$ cat config.mk
export PLATFORM = sky130hd
export DESIGN_NAME = uart_irq_ident
export DESIGN_NICKNAME = d
export VERILOG_FILES = /design/src/rtl/uart_irq_pkg.sv /design/src/rtl/uart_irq_sources.sv /design/src/rtl/uart_irq_prio.sv /design/src/rtl/uart_irq_ident.sv
export SDC_FILE = /design/constraint.sdc
export NUM_CORES = 1
export LEC_CHECK = 0
export BUFFER_PORTS_ARGS = -buffer_cell sky130_fd_sc_hd__buf_2
export CAP_MARGIN = 15
export CORE_AREA = 2 2 39 41
export DETAILED_ROUTE_END_ITERATION = 7
export DIE_AREA = 0 0 41 43
export PLACE_DENSITY = 0.73
export SETUP_SLACK_MARGIN = 0.4
export SYNTH_ARGS = -nofsm -noshare
export SYNTH_HDL_FRONTEND = slang
export SYNTH_SLANG_ARGS = --single-unit
$ cat constraint.sdc
create_clock -name clk -period 1.96 [get_ports clk]
set_clock_uncertainty 0.2 [all_clocks]
set_input_delay 0.392 -clock clk [delete_from_list [all_inputs] [get_ports clk]]
set_output_delay 0.392 -clock clk [all_outputs]
set_load 0.02 [all_outputs]
$ cat src/rtl/uart_irq_pkg.sv
package uart_irq_pkg;

  typedef enum logic [2:0] {
    ID_MODEM   = 3'b000,
    ID_THRE    = 3'b001,
    ID_RXDATA  = 3'b010,
    ID_LINE    = 3'b011,
    ID_TIMEOUT = 3'b110
  } irq_id_e;

  typedef struct packed {
    logic line;
    logic rxd;
    logic tmo;
    logic thre;
    logic modem;
  } pend_t;

  // Trigger level for a FIFO of the given depth, scaled from a 16-entry base.
  function automatic int unsigned trig_level(input logic [1:0] sel,
                                             input int unsigned depth);
    int unsigned unit;
    unit = depth / 16;
    if (unit == 0) unit = 1;
    case (sel)
      2'b00:   return unit;
      2'b01:   return 4 * unit;
      2'b10:   return 8 * unit;
      default: return 14 * unit;
    endcase
  endfunction

endpackage

$ cat src/rtl/uart_irq_sources.sv
module uart_irq_sources
  import uart_irq_pkg::*;
#(
  parameter int DEPTH = 16,
  localparam int LW = $clog2(DEPTH + 1)
) (
  input  logic          clk,
  input  logic          rst_n,
  input  logic          fifo_en,
  input  logic [1:0]    trig_sel,
  input  logic [LW-1:0] rx_level,
  input  logic          thre_en,
  input  logic          thr_empty,
  input  logic          lsr_err_evt,
  input  logic          timeout_evt,
  input  logic          msr_change,
  input  logic          rbr_rd,
  input  logic          lsr_rd,
  input  logic          msr_rd,
  input  logic          thr_wr,
  input  logic          thre_ack,
  output pend_t         pend_o
);

  logic [LW-1:0] trig_lvl;
  logic          rxd_cond;
  logic          thr_empty_q;
  logic          thre_en_q;
  logic          thre_set;
  logic          thre_clr;

  always_comb begin
    trig_lvl = LW'(trig_level(trig_sel, DEPTH));
    rxd_cond = fifo_en ? (rx_level >= trig_lvl) : (rx_level != '0);
    thre_set = (thr_empty && !thr_empty_q) || (thre_en && !thre_en_q && thr_empty);
    thre_clr = thr_wr || thre_ack;
  end

  always_ff @(posedge clk or negedge rst_n) begin
    if (!rst_n) begin
      pend_o      <= '0;
      thr_empty_q <= 1'b0;
      thre_en_q   <= 1'b0;
    end else begin
      thr_empty_q  <= thr_empty;
      thre_en_q    <= thre_en;
      pend_o.line  <= lsr_err_evt || (pend_o.line && !lsr_rd);
      pend_o.modem <= msr_change || (pend_o.modem && !msr_rd);
      pend_o.tmo   <= timeout_evt || (pend_o.tmo && !rbr_rd);
      pend_o.rxd   <= rxd_cond && !rbr_rd;
      pend_o.thre  <= thre_set || (pend_o.thre && !thre_clr);
    end
  end


  line_clear_chk: assert property (@(posedge clk) disable iff (!rst_n)
    (lsr_rd && !lsr_err_evt) |=> !pend_o.line);


  modem_set_chk: assert property (@(posedge clk) disable iff (!rst_n)
    msr_change |=> pend_o.modem);


  tmo_set_chk: assert property (@(posedge clk) disable iff (!rst_n)
    timeout_evt |=> pend_o.tmo);


  thre_edge_chk: assert property (@(posedge clk) disable iff (!rst_n)
    $rose(thr_empty) |=> pend_o.thre);


  rxd_read_chk: assert property (@(posedge clk) disable iff (!rst_n)
    rbr_rd |=> !pend_o.rxd);

endmodule

$ cat src/rtl/uart_irq_prio.sv
module uart_irq_prio
  import uart_irq_pkg::*;
(
  input  pend_t      pend,
  input  logic [3:0] irq_en,
  output irq_id_e    id,
  output logic       active
);

  logic [4:0] req;

  always_comb begin
    req    = {pend.line  && irq_en[2],
              pend.rxd   && irq_en[0],
              pend.tmo   && irq_en[0],
              pend.thre  && irq_en[1],
              pend.modem && irq_en[3]};
    active = |req;
    if (req[4])      id = ID_LINE;
    else if (req[3]) id = ID_RXDATA;
    else if (req[2]) id = ID_TIMEOUT;
    else if (req[1]) id = ID_THRE;
    else             id = ID_MODEM;
  end

endmodule

$ cat src/rtl/uart_irq_ident.sv
module uart_irq_ident
  import uart_irq_pkg::*;
#(
  parameter int DEPTH = 16,
  localparam int LW = $clog2(DEPTH + 1)
) (
  input  logic          clk,
  input  logic          rst_n,
  input  logic [3:0]    ier,
  input  logic          fifo_en,
  input  logic [1:0]    trig_sel,
  input  logic [LW-1:0] rx_level,
  input  logic          lsr_err_evt,
  input  logic          timeout_evt,
  input  logic          thr_empty,
  input  logic          msr_change,
  input  logic          iir_rd,
  input  logic          thr_wr,
  input  logic          rbr_rd,
  input  logic          lsr_rd,
  input  logic          msr_rd,
  output logic          irq,
  output logic [7:0]    iir
);

  pend_t   pend;
  irq_id_e id;
  logic    active;
  logic    thre_ack;

  assign thre_ack = iir_rd && active && (id == ID_THRE);

  uart_irq_sources #(.DEPTH(DEPTH)) u_src (
    .clk(clk), .rst_n(rst_n), .fifo_en(fifo_en), .trig_sel(trig_sel),
    .rx_level(rx_level), .thre_en(ier[1]), .thr_empty(thr_empty),
    .lsr_err_evt(lsr_err_evt), .timeout_evt(timeout_evt),
    .msr_change(msr_change), .rbr_rd(rbr_rd), .lsr_rd(lsr_rd),
    .msr_rd(msr_rd), .thr_wr(thr_wr), .thre_ack(thre_ack), .pend_o(pend)
  );

  uart_irq_prio u_prio (
    .pend(pend), .irq_en(ier), .id(id), .active(active)
  );

  assign irq = active;
  assign iir = {fifo_en ? 2'b11 : 2'b00, 2'b00, id, ~active};


  line_first_chk: assert property (@(posedge clk) disable iff (!rst_n)
    (pend.line && ier[2]) |-> (iir[3:1] == 3'b011));


  gated_quiet_chk: assert property (@(posedge clk) disable iff (!rst_n)
    (ier == 4'h0) |-> !irq);


  thre_ack_chk: assert property (@(posedge clk) disable iff (!rst_n)
    (iir_rd && !iir[0] && iir[3:1] == 3'b001 && thr_empty && $past(thr_empty)
     && !($rose(ier[1]))) |=> !pend.thre);

endmodule

== Word level (Yosys, flattened, before mapping) ==
Index checks and enable logic that the tools add are counted.

* Order comparisons: 1
* Eq/ne operators: 3
* Bitwise operators: 1
* Shifts and indexed selects: 0
* Mux-type cells: 7
* Reduce and logical (&&, ||, !) cells: 30
* Divide/modulo/power cells: 0
* $add $sub $neg: 0
* Multipliers: 0

{| class="wikitable"
|+ Operators with widths
! cell !! count
|-
| $logic_and A1 B1 Y1 || 15
|-
| $pmux W4 S3 || 1
|-
| $mux W3 || 3
|-
| $logic_not A1 Y1 || 6
|-
| $logic_or A1 B1 Y1 || 6
|-
| $ge A5 B4 Y1 || 1
|-
| $reduce_bool A5 Y1 || 1
|-
| $reduce_or A5 Y1 || 1
|-
| $eq A3 B1 Y1 const B || 1
|-
| $eq A2 B1 Y1 const B || 1
|-
| $eq A2 B2 Y1 const B || 1
|-
| $logic_not A2 Y1 || 1
|-
| $mux W1 || 2
|-
| $mux W2 || 1
|-
| $not A1 Y1 || 1
|}

* Bits in registers: 7
* Bits in latches: 0
* Memory bits (writable): 0
* Memories: 0
* Input bits: 23
* ROM bits: 0

== Logic depth before layout (Yosys ltp) ==
Gate-level depths: netlist of run 1.

* Word-level depth: 11
* Depth in mapped cells: 6
* Mapped depth without buffers: 6

== By module ==
A second synthesis of run 1 with hierarchy kept.

* Cells, all modules: 48
* Area, all modules: 446.7 µm²

{| class="wikitable"
|+ Modules (own cells, without submodules)
! module !! cells each !! instances !! area an instance (µm²)
|-
| uart_irq_sources || 33 || 1 || 346.6
|-
| uart_irq_ident || 8 || 1 || 50.0
|-
| uart_irq_prio || 7 || 1 || 50.0
|}

== Least setup slack after synthesis of run 1 ==
OpenSTA, ideal clock, no wires.

* Kind: register to output
* Start point: register u_src.pend_o[2] (netlist name)
* End point: output iir[0]
* Cell stages (with the launch flop): 5
* Path slack: -0.051 ns
* Buffers on the path: 0
* Data arrival time: 1.419 ns
* Path through: dfrtp_1 o21ai_0 nand2_1 a221o_1 inv_1

* Word-level cells in the longest chain between the ends: 3

{| class="wikitable"
|+ Ends and longest elaborated chain
! element !! RTL line !! source
|-
| from (decl) || uart_irq_sources.sv:22 || <nowiki>output pend_t pend_o</nowiki>
|-
| $logic_and A1 B1 Y1 || uart_irq_prio.sv:15 || <nowiki>pend.tmo && irq_en[0],</nowiki>
|-
| $reduce_or A5 Y1 || uart_irq_prio.sv:18 || <nowiki>active = |req;</nowiki>
|-
| named net irq || uart_irq_ident.sv:22 || <nowiki>output logic irq,</nowiki>
|-
| $not A1 Y1 || uart_irq_ident.sv:46 || <nowiki>assign iir = {fifo_en ? 2'b11 : 2'b00, 2'b00, id, ~active};</nowiki>
|-
| to (decl) || uart_irq_ident.sv:23 || <nowiki>output logic [7:0] iir</nowiki>
|}

The timed path passes the listed nets, and every way through them passes these cells.

== Worst setup path after layout of run 1 ==
* Start point: register u_src.pend_o[3] (netlist name)
* End point: output iir[0]

* Word-level cells in the longest chain between the ends: 3

{| class="wikitable"
|+ Ends and longest elaborated chain
! element !! RTL line !! source
|-
| $logic_and A1 B1 Y1 || uart_irq_prio.sv:14 || <nowiki>pend.rxd && irq_en[0],</nowiki>
|-
| $reduce_or A5 Y1 || uart_irq_prio.sv:18 ||
|-
| $not A1 Y1 || uart_irq_ident.sv:46 ||
|}

Every way passes these cells.

==> flow_metrics.py, run 1 <==
metrics = {
    "timing": {
        "setup_slack_ns": 0.0106,
        "timing.final.hold_violations": 0,
        "slew_limit_fails": 0,
        "hold-worst-slack_ns": 0.0690,
        "final.min_clock_period_ns": 1.95,
        "rsz0062_at_grt": "yes",
        "achievable-frequency_mhz": 513,
        "min_period_over_period_pct": 99.5,
        "finalSetupViolCount": 0,
    },
    "synthesis": {
        "synth-adder-area-share_pct": 11.6,
        "synth.mux.area_fraction_pct": 0,
        "synth.cell_area_um2": 432,
        "syn_area_per_cell_um2": 8.99,
        "synth_warnings": 0,
        "synth_compound_gate_area_share_pct": 19.1,
        "synth_top_family_by_area": "compound AO/OA/AOI/OAI gates",
        "synth_simple_gate_area_share_pct": 13.0,
        "yosys.area_share.xor_xnor_pct": 0,
        "yosys_register_bits": 7,
        "synthesis.instances": 48,
        "synth.distinct_cells": 18,
        "synth_sequential_area_ratio_pct": 40.6,
    },
    "run_status": {
        "run_status": "complete, no violations",
    },
    "layout": {
        "drive_above_1_share_pct": 55.2,
        "num-nets-final": 115,
        "filler_cell_count": 121,
        "layout.cell_area.non_filler_um2": 727,
        "num_antenna_cells": 0,
        "synthToLayoutAreaGrowth_pct": 68.4,
    },
    "placement": {
        "place.detailed.hpwl_um": 745,
        "post_place_instance_area_um2": 577,
        "place.port_buffers": 29,
        "place.gp.congestion": 0.702,
        "placement.setup.worst_slack_ns": 0.227,
    },
    "clock_tree": {
        "cts.sinks": 7,
        "cts-buffers-inserted": 3,
        "clock_latency_ns": 0.24,
        "cts_tree": "yes",
        "cts_htree_levels": 1,
        "cts.clk_slew.worst_paths_ns": 0.05,
        "ctsLongestPathBuffers": 2,
        "clockRootBuffer": "clkbuf_4",
    },
    "grt": {
        "met2_usage_pct": 25.3,
        "use_met1_pct": 11.8,
        "number_of_global_route_vias_before_repair": 466,
        "gr-usage-all-layers_pct": 13.9,
        "grt_antenna_before_repair": 0,
        "gr-total-overflow": 0,
        "grt_pass1_wl_mm": 1.64,
        "grt_most_used_layer": "met2",
        "grt_use_met3_pct": 3.14,
        "grt_max_degree": 8,
    },
    "floorplan": {
        "floorplan.core_area_um2": 1380,
        "die_w_um": 41,
        "row_count": 14,
        "count_of_boundary_i_o_pins": 32,
        "die_extent_in_y_um": 43,
        "initial_core_util_pct": 31.2,
        "design.die.area_um2": 1760,
    },
    "drt": {
        "detailroute.via_count": 466,
        "detailed_router_iteration_count_before_antenna_repair": 4,
        "remaining_drcs": 0,
        "finalWirelength_mm": 1.05,
        "detail-route-antenna-nets": 0,
        "drt-wirelength-per-cell_um": 10.2,
        "average_vias_per_placed_instance": 4.52,
        "drt_first_iter_violations": 6,
    },
    "pwr": {
        "power-per-cell-area_nw_per_um2": 573,
        "peakVddDrop_v": 0.000195,
        "pleak_nw": 0.407,
    },
    "critical_path": {
        "crit_path_end_kind": "output port",
        "critPathArrivalTime_ns": 1.36,
        "worst_path_dominant_cell_family": "compound AO/OA/AOI/OAI gates",
        "reg2reg_slack_ns": 0.37,
        "timing_worst_setup_path_type": "flip-flop to output port",
        "worst_path_max_delay_cell": "dfrtp_1",
        "number_of_logic_stages_on_the_critical_path_including_buffering": 5,
        "slowest_delay_ns": 0.39,
        "cp_data_required_time_ns": 1.37,
        "timing.critical_path.from_type": "flip-flop",
        "worst_r2r_path_depth": 7,
        "path_max_fanout": 2,
        "critPathBufInv": 2,
        "chain_of_cells_forming_the_critical_path": "o21ai_2 -> nand2_2 -> a221o_1 -> inv_2 -> buf_6",
    },
    "worst_hold_path": {
        "worst_hold_depth": 1,
        "min-delay-path-class": "primary input to flip-flop",
    },
    "flow_run": {
        "drv.max_cap_violation_count": 0,
    },
}
[routing by layer]
metal	vias to the layer above	wire (µm)
met4	0	0
li1	234	-
met2	27	573
met1	205	346
met5	-	0
met3	0	129
[flip-flops by register name (all words and copies together), names as in the netlist]
register           cells
u_src.pend_o           5
u_src.thre_en_q        1
u_src.thr_empty_q      1
[layout by cell type (no fill, tap or decap), types with 2 or more instances in the layout]
| master | instances |
|---|---|
| buf_2 | 25 |
| inv_1 | 8 |
| buf_6 | 7 |
| dfrtp_1 | 7 |
| buf_4 | 5 |
| ha_1 | 4 |
| nand2_2 | 3 |
| a21o_1 | 3 |
| clkbuf_4 | 3 |
| nand3_2 | 2 |
| nor2_1 | 2 |
| o21ai_0 | 2 |
| conb_1 | 2 |
[worst paths after layout]
check                                start                 to
max                        u_src.pend_o[3]             iir[0]
min                              thr_empty  u_src.thr_empty_q
max reg2reg                u_src.pend_o[3]    u_src.pend_o[1]
min reg2reg                u_src.pend_o[0]    u_src.pend_o[0]
max in group asynchronous            rst_n    u_src.pend_o[0]
min in group asynchronous            rst_n  u_src.thr_empty_q
[cell families (layout without fill, tap and decap cells)]
group / Yosys count / count (layout)
buffers and inverters: 13 / 51
and+or+nand+nor: 12 / 12
AOI/OAI and AO/OA: 11 / 11
DFF: 7 / 7
adders and majority gates: 4 / 4
other: 1 / 2
[per-stage QoR]
| stage | utilization, % | TNS, ns | power, mW | std cells |
|---|---|---|---|---|
| final | 52.5 | 0 | 0.417 | 103 |
| after global routing | 52.5 | -0.130 | 0.450 | 103 |
| after CTS | 50.3 | 0 | 0.413 | 101 |
| after detailed placement | 41.7 | 0 | 0.256 | 90 |
| after global placement | 41.7 | 0 | 0.254 | 90 |
| after floorplan | - | 0 | 0.218 | 49 |
[final cells by class]
class                      instances  area (µm²)  share of cell area, %
tap                               16        20.0                   2.75
timing repair buffer              38         251                   34.6
inverter                           9        33.8                   4.65
multi-input combinational         29         220                   30.3
sequential                         7         175                   24.1
clock buffer                       4        26.3                   3.61
[synthesized netlist by cell type]
cell type  number  share of area, %
a211oi_1        1               1.7
a21o_1          3               5.2
a221o_1         1               2.3
a32o_1          1               2.3
buf_4           4               7.0
conb_1          1              0.87
dfrtp_1         7                41
ha_1            4                12
inv_1           9               7.8
nand2_1         4               3.5
nand2b_1        1               1.5
nand3_1         2               2.3
nand4_1         1               1.5
nor2_1          3               2.6
o211ai_1        1               1.7
o21ai_0         3               3.5
o311a_1         1               2.3
or4_1           1               1.7
[timing repair]
action / 4_1_cts / 5_1_grt
hold buffers: 1 / 0
endpoints found under the hold margin: 7 / 0
pin swaps: 5 / 7
gates resized for setup: 11 / 5
endpoints found under the setup margin: 5 / 5
buffers inserted: 6 / 2
[power breakdown]
group	internal [mW]	total, mW	switching (mW)	leakage (nW)
Clock	0.0774	0.126	0.0484	0.0150
Combinational	0.0685	0.129	0.0607	0.312
Sequential	0.155	0.162	0.00672	0.0795
Total	0.301	0.417	0.116	0.407
Note: power is estimated with default switching activity, not from simulation.
==> run 2, diff against run 1 <==
Settings changed: BUFFER_PORTS_ARGS -buffer_cell sky130_fd_sc_hd__buf_2 to -buffer_cell sky130_fd_sc_hd__clkbuf_2.
Clock period 1.96 ns to 2.1 ns, I/O delays scaled along.
==> run 2 against run 1 <==
Effect of this change: wire length fell by 2.0%; largest power group unchanged; critical path depth did not move; count of clock-buffer cells in the layout did not move; combinational power fell by 8%; worst hold slack improved by 0.031 ns; via count rose by 3.9%; global-route usage fell by 0.087 points; cell area fell by 1.4%.
==> flow_metrics.py, run 2 (synthesized netlist as in run 1, its figures left out) <==
metrics = {
    "clock_tree": {
        "cts.sinks": 7,
        "cts_tree": "yes",
        "clockRootBuffer": "clkbuf_4",
        "ctsLongestPathBuffers": 2,
        "cts_htree_levels": 1,
        "clock_latency_ns": 0.25,
        "cts.clk_slew.worst_paths_ns": 0.05,
        "cts-buffers-inserted": 3,
    },
    "grt": {
        "grt_pass1_wl_mm": 1.62,
        "number_of_global_route_vias_before_repair": 475,
        "gr-total-overflow": 0,
        "grt_max_degree": 8,
        "grt_antenna_before_repair": 0,
        "gr-usage-all-layers_pct": 13.9,
    },
    "drt": {
        "remaining_drcs": 0,
        "finalWirelength_mm": 1.03,
        "drt-wirelength-per-cell_um": 9.97,
        "drt_first_iter_violations": 1,
        "detailed_router_iteration_count_before_antenna_repair": 2,
        "detailroute.via_count": 484,
        "average_vias_per_placed_instance": 4.70,
        "detail-route-antenna-nets": 0,
    },
    "worst_hold_path": {
        "hold_crit_start": "thr_empty",
        "worst_hold_depth": 1,
        "worstHoldEndpoint": "u_src.thr_empty_q",
        "min-delay-path-class": "primary input to flip-flop",
    },
    "pwr": {
        "peakVddDrop_v": 0.000209,
        "power_frac_seq_pct": 38.6,
        "p_int_mw": 0.281,
        "switching_share_pct": 28.2,
        "power-per-cell-area_nw_per_um2": 545,
        "pleak_nw": 0.410,
        "switching_pwr_mw": 0.110,
        "combinational_share_of_power_pct": 30.6,
        "power_frac_clock_pct": 30.9,
        "post-layout-total-power_mw": 0.391,
    },
    "floorplan": {
        "design.die.area_um2": 1760,
        "row_count": 14,
        "die_w_um": 41,
        "die_extent_in_y_um": 43,
        "count_of_boundary_i_o_pins": 32,
        "initial_core_util_pct": 31.2,
        "floorplan.core_area_um2": 1380,
    },
    "critical_path": {
        "worst_r2r_path_depth": 6,
        "cp_data_required_time_ns": 1.48,
        "worst_path_max_delay_cell": "dfrtp_1",
        "chain_of_cells_forming_the_critical_path": "o21ai_2 -> nand2_2 -> a221o_1 -> inv_2 -> buf_8",
        "slowest_delay_ns": 0.39,
        "worstReg2RegEnd": "u_src.pend_o[1]",
        "crit_path_end_kind": "output port",
        "reg2reg_slack_ns": 0.55,
        "critPathBufInv": 2,
        "critPathArrivalTime_ns": 1.34,
        "path_max_fanout": 2,
        "worst_r2r_startpoint": "u_src.pend_o[3]",
        "worst_path_dominant_cell_family": "compound AO/OA/AOI/OAI gates",
        "timing.critical_path.from_type": "flip-flop",
        "timing_worst_setup_path_type": "flip-flop to output port",
    },
    "placement": {
        "post_place_instance_area_um2": 577,
        "place.gp.congestion": 0.801,
        "placement.setup.worst_slack_ns": 0.300,
        "place.detailed.hpwl_um": 754,
        "placedCellCount": 90,
        "place.port_buffers": 29,
    },
    "timing": {
        "final.min_clock_period_ns": 1.96,
        "final.setup.tns_ns": 0,
        "slew_limit_fails": 0,
        "rsz0062_at_grt": "yes",
        "finalSetupViolCount": 0,
        "achievable-frequency_mhz": 510,
        "min_period_over_period_pct": 93.4,
        "timing.final.hold_violations": 0,
        "setup_slack_ns": 0.138,
    },
    "layout": {
        "num_antenna_cells": 0,
        "final_cell_mix": "clkbuf_2, inv_1, buf_4, dfrtp_1, ha_1",
        "filler_cell_count": 137,
        "final_cell_count_no_fill": 103,
        "num-nets-final": 115,
        "flip_flop_count_of_the_largest_register_all_copies_and_words_added": 5,
        "largest_registers": "u_src.pend_o x5, u_src.thr_empty_q x1, u_src.thre_en_q x1",
        "max_flop_register": "u_src.pend_o",
        "drive_above_1_share_pct": 52.9,
        "synthToLayoutAreaGrowth_pct": 66.1,
        "layout.cell_area.non_filler_um2": 717,
        "mostFrequentLayoutCell": "clkbuf_2",
    },
    "run_status": {
        "run_status": "complete, no violations",
    },
    "flow_run": {
        "drv.max_cap_violation_count": 0,
    },
}
-- run 2: cell count changes in the layout (fill, tap and decap cells not counted), sizes merged --
cell    before  now
buf         37   12
clkbuf       4   29
-- run 2: stage by stage --
stage,hold slack [ns],util [%]
after floorplan,-0.0756,-
after global placement,0.0609,41.7
after detailed placement,0.0643,41.7
after CTS,0.0960,48.5
after global routing,0.0826,51.8
final,0.100,51.8
-- run 2: worst reg2reg max path: stages (launching register included) --
cell and delay, ns:
dfrtp_1 0.39, o21ai_2 0.17, buf_4 0.13, buf_4 0.10, buf_4 0.10, nand4_1 0.08
a32o_1 0.27
-- run 2: worst max path at each step --
stage | from | end | slack [ns] | depth (start not counted)
finish | u_src.pend_o[3] | iir[0] | 0.14 | 5
global route | u_src.pend_o[3] | iir[0] | 0.07 | 5
CTS | u_src.pend_o[2] | iir[0] | 0.13 | 5
global placement | ier[2] | iir[0] | 0.31 | 6
floorplan | u_src.pend_o[3] | iir[0] | 0.29 | 4
detailed placement | trig_sel[0] | u_src.pend_o[3] | 0.30 | 7
-- run 2: timing repair --
item                       in CTS  in global routing
setup endpoints to repair       4                  5
hold endpoints to repair        7                  0
hold buffers                    1                  0
pin swaps                       3                  5
setup buffers                   4                  4
gates resized for setup         7                  8
-- run 2: routing by layer --
metal / track usage, % / vias up / wire length [µm]
met2: 24.4 / 28 / 516
met1: 12.5 / 213 / 372
li1: - / 240 / -
met5: 0 / - / 0
met3: 4.71 / 3 / 118
met4: 8.00 / 0 / 19
-- run 2: cell type report --
cell class / instances / area [µm²] / area share [%]
multi-input combinational: 29 / 215 / 30.0
timing repair buffer: 38 / 246 / 34.4
clock buffer: 4 / 26.3 / 3.66
inverter: 9 / 33.8 / 4.71
tap: 16 / 20.0 / 2.79
sequential: 7 / 175 / 24.4
-- run 2: power by group through the flow --
stage / clock [mW] / sequential [mW] / combinational [mW]
finish: 0.121 / 0.151 / 0.119
global route: 0.137 / 0.151 / 0.133
CTS: 0.125 / 0.150 / 0.105
detailed placement: 0 / 0.152 / 0.0871
global placement: 0 / 0.152 / 0.0857
floorplan: 0 / 0.151 / 0.0526
==> run 3, diff against run 2 <==
Settings changed: CELL_PAD_IN_SITES_DETAIL_PLACEMENT set to 1, CELL_PAD_IN_SITES_GLOBAL_PLACEMENT set to 2, CORE_AREA 2 2 39 41 to not set, CORE_MARGIN set to 1, CORE_UTILIZATION set to 19, CTS_CLUSTER_DIAMETER set to 150, DIE_AREA 0 0 41 43 to not set, PLACE_DENSITY 0.73 to 0.8.
==> run 3 against run 2 <==
Effect of this change: critical endpoint unchanged; global-route usage is 3.0 points lower; combinational power grew 4%; first-iteration DRC count grew to 6.0 times the previous value; sequential cell count is the same; highest routed layer unchanged; cell count up 9.7%.
==> flow_metrics.py, run 3 (synthesized netlist as in run 1, its figures left out) <==
metrics = {
    "run_status": {
        "run_status": "complete, no violations",
    },
    "clock_tree": {
        "clock_latency_ns": 0.26,
        "cts.clk_slew.worst_paths_ns": 0.05,
        "clockRootBuffer": "clkbuf_4",
        "cts_tree": "yes",
        "ctsLongestPathBuffers": 2,
        "cts-buffers-inserted": 3,
        "cts.sinks": 7,
        "cts_htree_levels": 1,
    },
    "timing": {
        "setup_slack_ns": 0.130,
        "achievable-frequency_mhz": 507,
        "hold-worst-slack_ns": 0.0899,
        "slew_limit_fails": 0,
        "rsz0062_at_grt": "yes",
        "timing.final.hold_violations": 0,
        "min_period_over_period_pct": 93.8,
        "final.min_clock_period_ns": 1.97,
        "finalSetupViolCount": 0,
        "final.setup.tns_ns": 0,
    },
    "drt": {
        "finalWirelength_mm": 1.16,
        "detailroute.via_count": 474,
        "drt_first_iter_violations": 6,
        "detailed_router_iteration_count_before_antenna_repair": 3,
        "detail-route-antenna-nets": 0,
        "drt-wirelength-per-cell_um": 10.3,
        "remaining_drcs": 0,
        "average_vias_per_placed_instance": 4.19,
    },
    "critical_path": {
        "slowest_delay_ns": 0.38,
        "timing.critical_path.from_type": "flip-flop",
        "critPathBufInv": 2,
        "timing_worst_setup_path_type": "flip-flop to output port",
        "worstReg2RegEnd": "u_src.pend_o[1]",
        "worst_r2r_path_depth": 6,
        "worst_r2r_startpoint": "u_src.pend_o[3]",
        "worst_path_max_delay_cell": "dfrtp_1",
        "reg2reg_slack_ns": 0.56,
        "crit_path_end_kind": "output port",
        "chain_of_cells_forming_the_critical_path": "o21ai_2 -> nand2_2 -> a221o_1 -> inv_2 -> buf_8",
        "worst_path_dominant_cell_family": "compound AO/OA/AOI/OAI gates",
        "critPathArrivalTime_ns": 1.35,
        "path_max_fanout": 2,
        "cp_data_required_time_ns": 1.48,
    },
    "grt": {
        "gr-total-overflow": 0,
        "number_of_global_route_vias_before_repair": 483,
        "gr-usage-all-layers_pct": 10.8,
        "grt_max_degree": 8,
        "grt_pass1_wl_mm": 1.97,
        "grt_antenna_before_repair": 0,
    },
    "worst_hold_path": {
        "worst_hold_depth": 1,
        "min-delay-path-class": "primary input to flip-flop",
        "hold_crit_start": "thr_empty",
        "worstHoldEndpoint": "u_src.thr_empty_q",
    },
    "floorplan": {
        "initial_core_util_pct": 21.1,
        "floorplan.core_area_um2": 2040,
        "count_of_boundary_i_o_pins": 32,
        "die_w_um": 49.7,
        "design.die.area_um2": 2470,
        "row_count": 16,
        "die_extent_in_y_um": 49.7,
    },
    "layout": {
        "num_antenna_cells": 0,
        "mostFrequentLayoutCell": "clkbuf_2",
        "filler_cell_count": 259,
        "drive_above_1_share_pct": 53.5,
        "num-nets-final": 114,
        "flip_flop_count_of_the_largest_register_all_copies_and_words_added": 5,
        "largest_registers": "u_src.pend_o x5, u_src.thr_empty_q x1, u_src.thre_en_q x1",
        "final_cell_count_no_fill": 113,
        "synthToLayoutAreaGrowth_pct": 69.9,
        "final_cell_mix": "clkbuf_2, inv_1, buf_4, dfrtp_1",
        "max_flop_register": "u_src.pend_o",
    },
    "placement": {
        "place.detailed.hpwl_um": 929,
        "placement.setup.worst_slack_ns": 0.270,
        "place.gp.congestion": 0.668,
        "placedCellCount": 101,
        "place.port_buffers": 29,
    },
    "flow_run": {
        "drv.max_cap_violation_count": 0,
    },
    "pwr": {
        "power-per-cell-area_nw_per_um2": 546,
        "post-layout-total-power_mw": 0.400,
        "peakVddDrop_v": 0.000213,
        "pleak_nw": 0.408,
    },
}
[run 3: changes by cell type in the layout (fill, tap and decap cells not counted), sizes merged]
cell,before,now
buf,12,11
[run 3: area by class of cell]
type	count	area, µm²	share of cell area, %
timing repair buffer	37	246	33.6
tap	27	33.8	4.61
clock buffer	4	26.3	3.58
inverter	9	33.8	4.61
sequential	7	175	23.9
multi-input combinational	29	218	29.7
[run 3: how the worst max path moves through the flow]
| stage | start | end | slack (ns) | cells after the start |
|---|---|---|---|---|
| 2_1_floorplan | u_src.pend_o[3] | iir[0] | 0.29 | 4 |
| 3_3_place_gp | ier[2] | iir[0] | 0.29 | 6 |
| 3_5_place_dp | ier[2] | iir[0] | 0.27 | 6 |
| 4_1_cts | u_src.pend_o[2] | iir[0] | 0.12 | 5 |
| 5_1_grt | u_src.pend_o[3] | iir[0] | 0.02 | 5 |
| 6_report | u_src.pend_o[3] | iir[0] | 0.13 | 5 |
[run 3: per-layer routing]
layer	wire length [µm]	global-route usage (%)	vias up
met4	27	5.71	0
met2	534	18.9	29
li1	-	-	234
met3	138	4.01	4
met5	0	0	-
met1	461	11.0	207
[run 3: timing repair]
| action | 4_1_cts | 5_1_grt |
|---|---|---|
| hold buffers | 1 | 0 |
| hold endpoints to repair | 7 | 0 |
| setup buffers | 4 | 3 |
| pin swaps | 3 | 4 |
| setup endpoints to repair | 5 | 5 |
| cloned | 0 | 0 |
| gates resized for setup | 10 | 7 |
[run 3: where the power goes]
part,switching [mW],internal [mW],leakage [nW],total (mW)
Sequential,0.00588,0.144,0.0795,0.150
Clock,0.0535,0.0728,0.0150,0.126
Combinational,0.0583,0.0653,0.314,0.124
[run 3: metrics by stage]
step | util [%] | instance area [µm²]
after floorplan | - | 442
after CTS | 34.1 | 696
after global placement | 28.9 | 591
after global routing | 35.9 | 733
final | 35.9 | 733
after detailed placement | 28.9 | 591
[run 3: worst reg2reg max path, cell delays in order, from the launching register on]
cell	delay, ns
dfrtp_1	0.38
o21ai_2	0.17
buf_4	0.14
buf_4	0.10
buf_4	0.09
nand4_1	0.08
a32o_1	0.27
